===== src/rtl/sem_bank_pkg.sv =====
package sem_bank_pkg;
  typedef enum logic [1:0] {
    SEM_FREE  = 2'd0,
    SEM_LEFT  = 2'd1,
    SEM_RIGHT = 2'd2
  } sem_owner_e;
endpackage


===== src/rtl/sem_port_decode.sv =====
// Qualifies one port's strobes and turns them into per-token request,
// release and read controls.
module sem_port_decode #(
  parameter int NUM_SEM = 8,
  parameter int ADDR_W  = 15,
  parameter int DATA_W  = 8,
  localparam int IDX_W  = $clog2(NUM_SEM)
) (
  input  logic               sel,
  input  logic               mem_en,
  input  logic               we,
  input  logic               oe,
  input  logic [ADDR_W-1:0]  addr,
  input  logic [DATA_W-1:0]  wdata,
  output logic [NUM_SEM-1:0] req,
  output logic [NUM_SEM-1:0] rel,
  output logic               rd_en,
  output logic [IDX_W-1:0]   rd_idx
);
  logic access;
  logic dbg_unused;

  assign access     = sel & ~mem_en;
  assign rd_en      = access & ~we & oe;
  assign rd_idx     = addr[IDX_W-1:0];
  assign dbg_unused = &{1'b0, addr, wdata};

  for (genvar i = 0; i < NUM_SEM; i++) begin : g_hit
    logic hit;
    assign hit    = (addr[IDX_W-1:0] == IDX_W'(i));
    assign req[i] = access & we & hit & ~wdata[0];
    assign rel[i] = access & we & hit &  wdata[0];
  end
endmodule


===== src/rtl/sem_cell.sv =====
// One token: holder state plus one pending-request bit per side.
module sem_cell
  import sem_bank_pkg::*;
(
  input  logic clk,
  input  logic rst_n,
  input  logic req_l,
  input  logic rel_l,
  input  logic req_r,
  input  logic rel_r,
  output logic own_l,
  output logic own_r
);
  sem_owner_e owner, owner_n;
  logic pend_l, pend_r, pend_l_n, pend_r_n;

  always_comb begin
    owner_n  = owner;
    pend_l_n = pend_l;
    pend_r_n = pend_r;
    unique case (owner)
      SEM_FREE: begin
        pend_l_n = 1'b0;
        pend_r_n = 1'b0;
        if (req_l) begin
          owner_n  = SEM_LEFT;
          pend_r_n = req_r;
        end else if (req_r) begin
          owner_n = SEM_RIGHT;
        end
      end
      SEM_LEFT: begin
        pend_l_n = 1'b0;
        if (req_r) pend_r_n = 1'b1;
        if (rel_r) pend_r_n = 1'b0;
        if (rel_l) begin
          if (pend_r_n) begin
            owner_n  = SEM_RIGHT;
            pend_r_n = 1'b0;
          end else begin
            owner_n = SEM_FREE;
          end
        end
      end
      SEM_RIGHT: begin
        pend_r_n = 1'b0;
        if (req_l) pend_l_n = 1'b1;
        if (rel_l) pend_l_n = 1'b0;
        if (rel_r) begin
          if (pend_l_n) begin
            owner_n  = SEM_LEFT;
            pend_l_n = 1'b0;
          end else begin
            owner_n = SEM_FREE;
          end
        end
      end
      default: begin
        owner_n  = SEM_FREE;
        pend_l_n = 1'b0;
        pend_r_n = 1'b0;
      end
    endcase
  end

  always_ff @(posedge clk) begin
    if (!rst_n) begin
      owner  <= SEM_FREE;
      pend_l <= 1'b0;
      pend_r <= 1'b0;
    end else begin
      owner  <= owner_n;
      pend_l <= pend_l_n;
      pend_r <= pend_r_n;
    end
  end

  assign own_l = (owner == SEM_LEFT);
  assign own_r = (owner == SEM_RIGHT);


  left_keep_chk: assert property (@(posedge clk) disable iff (!rst_n)
    (owner == SEM_LEFT && !rel_l) |=> owner == SEM_LEFT);

  right_keep_chk: assert property (@(posedge clk) disable iff (!rst_n)
    (owner == SEM_RIGHT && !rel_r) |=> owner == SEM_RIGHT);

  handoff_right_chk: assert property (@(posedge clk) disable iff (!rst_n)
    (owner == SEM_LEFT && pend_r && rel_l && !rel_r) |=> owner == SEM_RIGHT);

  tie_left_chk: assert property (@(posedge clk) disable iff (!rst_n)
    (owner == SEM_FREE && req_l) |=> owner == SEM_LEFT);

  holder_not_pending_chk: assert property (@(posedge clk) disable iff (!rst_n)
    !((owner == SEM_LEFT && pend_l) || (owner == SEM_RIGHT && pend_r)));
endmodule


===== src/rtl/sem_read_reg.sv =====
// Registered read path for one port.
module sem_read_reg #(
  parameter int NUM_SEM = 8,
  parameter int DATA_W  = 8,
  localparam int IDX_W  = $clog2(NUM_SEM)
) (
  input  logic               clk,
  input  logic               rst_n,
  input  logic               rd_en,
  input  logic [IDX_W-1:0]   rd_idx,
  input  logic [NUM_SEM-1:0] own,
  output logic [DATA_W-1:0]  rdata
);
  always_ff @(posedge clk) begin
    if (!rst_n)     rdata <= '1;
    else if (rd_en) rdata <= {DATA_W{~own[rd_idx]}};
  end


  uniform_word_chk: assert property (@(posedge clk) disable iff (!rst_n)
    (rdata == '0) || (rdata == '1));

  hold_idle_chk: assert property (@(posedge clk) disable iff (!rst_n)
    !rd_en |=> $stable(rdata));
endmodule


===== src/rtl/sem_bank.sv =====
module sem_bank #(
  parameter int NUM_SEM = 8,
  parameter int ADDR_W  = 15,
  parameter int DATA_W  = 8
) (
  input  logic              clk,
  input  logic              rst_n,
  input  logic              l_sel,
  input  logic              l_mem_en,
  input  logic              l_we,
  input  logic              l_oe,
  input  logic [ADDR_W-1:0] l_addr,
  input  logic [DATA_W-1:0] l_wdata,
  output logic [DATA_W-1:0] l_rdata,
  input  logic              r_sel,
  input  logic              r_mem_en,
  input  logic              r_we,
  input  logic              r_oe,
  input  logic [ADDR_W-1:0] r_addr,
  input  logic [DATA_W-1:0] r_wdata,
  output logic [DATA_W-1:0] r_rdata
);
  localparam int IDX_W = $clog2(NUM_SEM);

  logic [NUM_SEM-1:0] req_l, rel_l, req_r, rel_r, own_l, own_r;
  logic               rd_l, rd_r;
  logic [IDX_W-1:0]   idx_l, idx_r;

  sem_port_decode #(.NUM_SEM(NUM_SEM), .ADDR_W(ADDR_W), .DATA_W(DATA_W)) u_dec_l (
    .sel(l_sel), .mem_en(l_mem_en), .we(l_we), .oe(l_oe), .addr(l_addr),
    .wdata(l_wdata), .req(req_l), .rel(rel_l), .rd_en(rd_l), .rd_idx(idx_l));

  sem_port_decode #(.NUM_SEM(NUM_SEM), .ADDR_W(ADDR_W), .DATA_W(DATA_W)) u_dec_r (
    .sel(r_sel), .mem_en(r_mem_en), .we(r_we), .oe(r_oe), .addr(r_addr),
    .wdata(r_wdata), .req(req_r), .rel(rel_r), .rd_en(rd_r), .rd_idx(idx_r));

  for (genvar i = 0; i < NUM_SEM; i++) begin : g_cell
    sem_cell u_cell (
      .clk(clk), .rst_n(rst_n),
      .req_l(req_l[i]), .rel_l(rel_l[i]),
      .req_r(req_r[i]), .rel_r(rel_r[i]),
      .own_l(own_l[i]), .own_r(own_r[i]));
  end

  sem_read_reg #(.NUM_SEM(NUM_SEM), .DATA_W(DATA_W)) u_rd_l (
    .clk(clk), .rst_n(rst_n), .rd_en(rd_l), .rd_idx(idx_l), .own(own_l),
    .rdata(l_rdata));

  sem_read_reg #(.NUM_SEM(NUM_SEM), .DATA_W(DATA_W)) u_rd_r (
    .clk(clk), .rst_n(rst_n), .rd_en(rd_r), .rd_idx(idx_r), .own(own_r),
    .rdata(r_rdata));


  single_holder_chk: assert property (@(posedge clk) disable iff (!rst_n)
    (own_l & own_r) == '0);

  blocked_left_chk: assert property (@(posedge clk) disable iff (!rst_n)
    (l_mem_en || !l_sel) |-> (req_l == '0 && rel_l == '0));
endmodule


===== config.mk =====
export PLATFORM = sky130hd
export DESIGN_NAME = sem_bank
export DESIGN_NICKNAME = d
export VERILOG_FILES = /design/src/rtl/sem_bank_pkg.sv /design/src/rtl/sem_port_decode.sv /design/src/rtl/sem_cell.sv /design/src/rtl/sem_read_reg.sv /design/src/rtl/sem_bank.sv
export SDC_FILE = /design/constraint.sdc
export NUM_CORES = 1
export LEC_CHECK = 0
export BUFFER_PORTS_ARGS = -buffer_cell sky130_fd_sc_hd__buf_4
export CELL_PAD_IN_SITES_DETAIL_PLACEMENT = 1
export CELL_PAD_IN_SITES_GLOBAL_PLACEMENT = 1
export CORE_MARGIN = 4
export CORE_UTILIZATION = 37
export CTS_CLUSTER_DIAMETER = 150
export DETAILED_ROUTE_END_ITERATION = 8
export PLACE_DENSITY = 0.77
export SLEW_MARGIN = 20
export SYNTH_ARGS = -nofsm -noshare
export SYNTH_HDL_FRONTEND = slang
export SYNTH_SLANG_ARGS = --single-unit

===== constraint.sdc =====
create_clock -name clk -period 2.5 [get_ports clk]
set_input_delay 0.75 -clock clk [delete_from_list [all_inputs] [get_ports clk]]
set_output_delay 0.75 -clock clk [all_outputs]
set_load 0.05 [all_outputs]

* Word-level counts from Yosys, hierarchy flattened *
Cells that the tools add are included.

operators by class
  bitwise logic cells = 73
  mux-type cells = 132
  order comparisons = 2
  equal/unequal tests = 54
  reduce and logical (&&, ||, !) cells = 26

operators by type and width
  operator                                                               number
  2-bit two-way mux                                                      40
  1-bit two-way mux                                                      74
  1-bit bitwise AND                                                      56
  2-bit case mux with 3 select lines                                     8
  2-bit by 1-bit != test with 1-bit output, second input constant        16
  3-bit equality test, second input constant                             8
  3-bit by 1-bit != test with 1-bit output, second input constant        8
  3-bit AND reduction                                                    8
  3-bit OR reduction                                                     8
  1-bit inverter                                                         17
  2-bit by 1-bit equality test with 1-bit output, second input constant  8
  2-bit equality test, second input constant                             8
  2-bit logical NOT                                                      8
  1-bit case mux with 2 select lines                                     8
  3-bit by 2-bit equality test with 1-bit output, second input constant  4
  3-bit by 4-bit < comparator with 1-bit output, second input constant   2
  1-bit binary-select mux with 3-bit select                              2
  3-bit by 1-bit equality test with 1-bit output, second input constant  2
  3-bit logical NOT                                                      2

word-level totals
  word-level logic and storage cells = 313
  register bits = 34
  input bits = 56
  output and inout bits = 16

* Logic depth before layout (Yosys ltp) *
  word-level depth = 11
  depth in mapped cells = 7
  mapped depth without buffers = 5

* Modules after synthesis *
A second synthesis with hierarchy kept.

second synthesis, totals
  cell total of the unflattened synthesis = 296
  area total of the unflattened synthesis = 2627.5 um2

modules (own cells, without submodules)
  module           sequential area each (um2)  cells each  area each (um2)  instances
  sem_cell         80.1                        25          234.0            8
  sem_port_decode  0.0                         32          221.5            2
  sem_read_reg     20.0                        16          156.4            2

* Least setup slack after synthesis *
No wires, ideal clock.

  path kind = input to register
  start = input r_addr[0]
  end = register g_cell[4].u_cell.pend_r
  arrival = 2.037 ns
  buffers on the path = 2
  stages on the path = 6
  library setup time = 0.096 ns
  path slack = 0.367 ns
  path through = buf_4 > or2_1 > buf_6 > or3_4 > or3_1 > o41ai_2

between the ends
  longest elaborated chain between the ends = 8

ends and longest elaborated chain
  item                                    line                                          source
  from (decl)                             sem_bank.sv:19                                input logic [ADDR_W-1:0] r_addr,
  3-bit equality test (*)                 sem_port_decode.sv:30                         assign hit = (addr[IDX_W-1:0] == IDX_W'(i));
  1-bit bitwise AND (*)                   sem_port_decode.sv:31, sem_port_decode.sv:32
  1-bit bitwise AND                       sem_port_decode.sv:31                         assign req[i] = access & we & hit & ~wdata[0];
  1-bit two-way mux                       sem_cell.sv:34                                if (req_r) pend_r_n = 1'b1;
  1-bit two-way mux                       sem_cell.sv:35                                if (rel_r) pend_r_n = 1'b0;
  1-bit two-way mux                       sem_cell.sv:21                                unique case (owner)
  1-bit two-way mux                       sem_cell.sv:36                                if (rel_l) begin
  1-bit case mux with 2 select lines (*)  sem_cell.sv:21
  to (signal assigned)                    sem_cell.sv:74                                pend_r <= pend_r_n;
  to (decl)                               sem_cell.sv:15                                logic pend_l, pend_r, pend_l_n, pend_r_n;

Every way passes the cells marked *; elsewhere a longest branch is shown, timed or not. The select of a mux whose other input is x is not followed.
A chain may end at the register's enable or synchronous reset.

* Final worst setup path *
  start = input l_mem_en
  end = register g_cell[3].u_cell.pend_r

between the ends
  longest elaborated chain between the ends = 7

ends and longest elaborated chain
  item                                         line                                          source
  from (decl)                                  sem_bank.sv:9                                 input logic l_mem_en,
  1-bit inverter (*)                           sem_port_decode.sv:23                         assign access = sel & ~mem_en;
  1-bit bitwise AND (*)                        sem_port_decode.sv:23
  1-bit bitwise AND (*) (2 in a row)           sem_port_decode.sv:31, sem_port_decode.sv:32
  1-bit bitwise AND, on equally long branches  sem_port_decode.sv:32, sem_port_decode.sv:31
  1-bit two-way mux, on equally long branches  sem_cell.sv:36, sem_cell.sv:25
  1-bit case mux with 2 select lines (*)       sem_cell.sv:21
  to (signal assigned)                         sem_cell.sv:74
  to (decl)                                    sem_cell.sv:15

Every way passes the cells marked *; elsewhere a longest branch is shown, timed or not.

==> impl_metrics.tcl <==
set metrics [dict create \
    slew_headroom 0.649 \
    cpMaxStageDelayCell "or4_1" \
    p_seq_frac 0.484 \
    drv_slew 0 \
    synth-main-ff-cell "dfxtp_1" \
    tightestPinTransition_ps 522 \
    finalHoldViolCount 0 \
    synthArstFlopShare 0 \
    path_buf_inv 1 \
    path_cells "buf_4 -> nand4bb_4 -> nor2_4 -> nand3_2 -> or4_1 -> a2111oi_2" \
    cts_htree_levels 2 \
    routedWlPerCell_um 18.7 \
    period_needed_ps 2010 \
    drt_iter0_drc 118 \
    min_path_type "register to register" \
    clk_latency_ps 280 \
    core_area_mm2 0.00642 \
    ff2ff_setup_slack_ps 850 \
    internal-power_w 0.000801 \
    stdcell_area_mm2 0.00276 \
    die_h_um 89.7 \
    p_leak_nw 0.883 \
    route.antenna.remaining_nets 0 \
    cp-start-kind "input pin" \
    ys_types 65 \
    avgSynthCellArea_um2 7.51 \
    drc 0 \
    final_cell_mix "42 x buf_4, 36 x nand2_1, 34 x dfxtp_1" \
    dieArea_mm2 0.00805 \
    status "completed" \
    period_share 0.802 \
    power_frac_comb 0.169 \
    max_stage_delay_ps 430 \
    rsz0062_at_grt "false" \
    start_util 0.385 \
    finClkSkew_ps 4.68 \
    grt_overflow 0 \
    die_w_um 89.7 \
    antenna_found_initial 0 \
    cp.arrival_ps 2190 \
    power_density_mw_per_mm2 414 \
    worstPathRequired_ps 2690 \
    grt_pass1_vias 2648 \
    utilization 0.430 \
    drv_cap 0 \
    multiInputGateArea_mm2 0.00155 \
    drive_gt1_frac 0.177 \
    via_count 2589 \
    portBuffers 33 \
    areaGrowthSynthToFinish_pct 11.6 \
    setup_viol 0 \
    seq_area_um2 681 \
    crit_family "simple AND/OR/NAND/NOR gates" \
    finalNonFillerCells 422 \
    hold_buffers 0 \
    dpl_cell_area_mm2 0.00268 \
    grt_pass1_wl_mm 13.2 \
    netlist_area_mm2 0.00247 \
    sw_frac_of_total 0.300 \
    cts.clk_slew.worst_paths_ps 70 \
    place_hpwl_mm 5.93 \
    first_pass_iters 4 \
    cts_made_buffers 5 \
    postSynthCellCount 329 \
    fillers 813 \
    track_usage 0.199 \
    rows 29 \
    diodes 0 \
    ys_ff_latch 34 \
    p_switching_w 0.000343 \
    synth_warnings 0 \
    worstPathMaxFanout 7 \
    cts.sinks 34 \
    cts_root_buf "clkbuf_8" \
    cts_resized 0 \
    layout_commonest_cell "buf_4" \
    fmax_ghz 0.499 \
    synth-edff-count 0 \
    cts_max_path_buffers 2 \
    setup.worst_path.class "input pin to register" \
    nets 401 \
    dpl.cell_count 415 \
    peakVddDrop_mv 0.225 \
    cts_tree "yes" \
    pin_count 72 \
    clkPwrFrac 0.347 \
    vias_per_cell 6.14 \
    end_kind "register" \
    routed_wl_mm 7.89 \
    grt_max_degree 19 \
    worst_hold_slack_ps 503 \
    seq_area_frac_synth 0.275 \
    synthesis.nets 385 \
    postCtsSetupBuffers 0 \
    fin_setup_tns_ps 0 \
    place_congestion 0.867 \
]
## power by group through the flow
stage	clock network (W)	logic (W)	registers, W
2_1_floorplan	0	0.000127	0.000566
3_3_place_gp	0	0.000189	0.000565
3_5_place_dp	0	0.000192	0.000566
4_1_cts	0.000407	0.000192	0.000553
5_1_grt	0.000423	0.000208	0.000554
6_report	0.000397	0.000193	0.000553
## metrics by stage
step                total power, W  setup slack, ps
detailed placement        0.000758              201
floorplan                 0.000693              367
finish                     0.00114              494
global placement          0.000754              216
CTS                        0.00115              499
global route               0.00119              387
## sequential cells by signal, indices dropped and copies added, names as in the netlist
register / flops
g_cell.u_cell.owner: 16
g_cell.u_cell.pend_r: 8
u_rd_r.rdata: 1
u_rd_l.rdata: 1
g_cell.u_cell.pend_l: 8
## worst paths after layout
path	startpoint	end	cells after the start
min	g_cell[3].u_cell.pend_l$_SDFF_PP0_	g_cell[3].u_cell.pend_l$_SDFF_PP0_	2
max	l_mem_en	g_cell[3].u_cell.pend_r$_SDFF_PN0_	6
min reg2reg	g_cell[3].u_cell.pend_l$_SDFF_PP0_	g_cell[3].u_cell.pend_l$_SDFF_PP0_	2
max reg2reg	g_cell[7].u_cell.owner[1]$_SDFFE_PN0P_	g_cell[7].u_cell.owner[0]$_SDFFE_PN0P_	4
## cells by family (layout without fill, tap and decap cells)
family | after synthesis | in the layout | share of synthesized area
AOI/OAI and AO/OA | 106 | 106 | 0.288
DFF | 34 | 34 | 0.275
muxes | 1 | 1 | 0.00911
and+or+nand+nor | 144 | 144 | 0.329
buffers and inverters | 44 | 60 | 0.0977
## cells in the mapped netlist (3+ instances only)
| master | instances | area (um2) |
|---|---|---|
| nand2_1 | 36 | 135 |
| dfxtp_1 | 34 | 681 |
| a21oi_1 | 21 | 105 |
| nor2_1 | 21 | 78.8 |
| o21ai_0 | 21 | 105 |
| nor3_1 | 20 | 100 |
| buf_4 | 15 | 113 |
| clkbuf_1 | 11 | 41.3 |
| nand2b_1 | 11 | 68.8 |
| a31oi_1 | 9 | 56.3 |
| inv_1 | 9 | 33.8 |
| or3_1 | 9 | 56.3 |
| a211oi_1 | 8 | 60.1 |
| nand3_1 | 8 | 40.0 |
| nand3b_1 | 6 | 45.0 |
| nor4_1 | 5 | 31.3 |
| o21ai_1 | 5 | 25.0 |
| o22ai_1 | 5 | 31.3 |
| buf_2 | 4 | 20.0 |
| o211ai_1 | 4 | 30.0 |
| nor2b_1 | 3 | 18.8 |
| o311ai_0 | 3 | 26.3 |
| o31ai_1 | 3 | 22.5 |
| or2_1 | 3 | 18.8 |
| or4_1 | 3 | 22.5 |
## area by class of cell
type / count / share of cell area
repair buffers: 42 / 0.114
flip-flops and latches: 34 / 0.247
clock buffers: 7 / 0.0277
multi-input cells: 251 / 0.562
well taps: 77 / 0.0349
inverters: 11 / 0.0150
## routing by layer
layer | global-route usage | vias up | share of wire
met3 | 0.0334 | 12 | 0.059
li1 | - | 1257 | -
met5 | 0 | - | 0
met1 | 0.255 | 1241 | 0.46
met2 | 0.344 | 79 | 0.47
met4 | 0.0575 | 0 | 0.015
## worst min-delay path, delay by kind of cell, from the launching register on
family           cells  cell delay, ps
flip-flops           1             330
AO/OA/AOI/OAI        1              70
AND/OR/NAND/NOR      1              70
(Power assumes the default switching activity.)
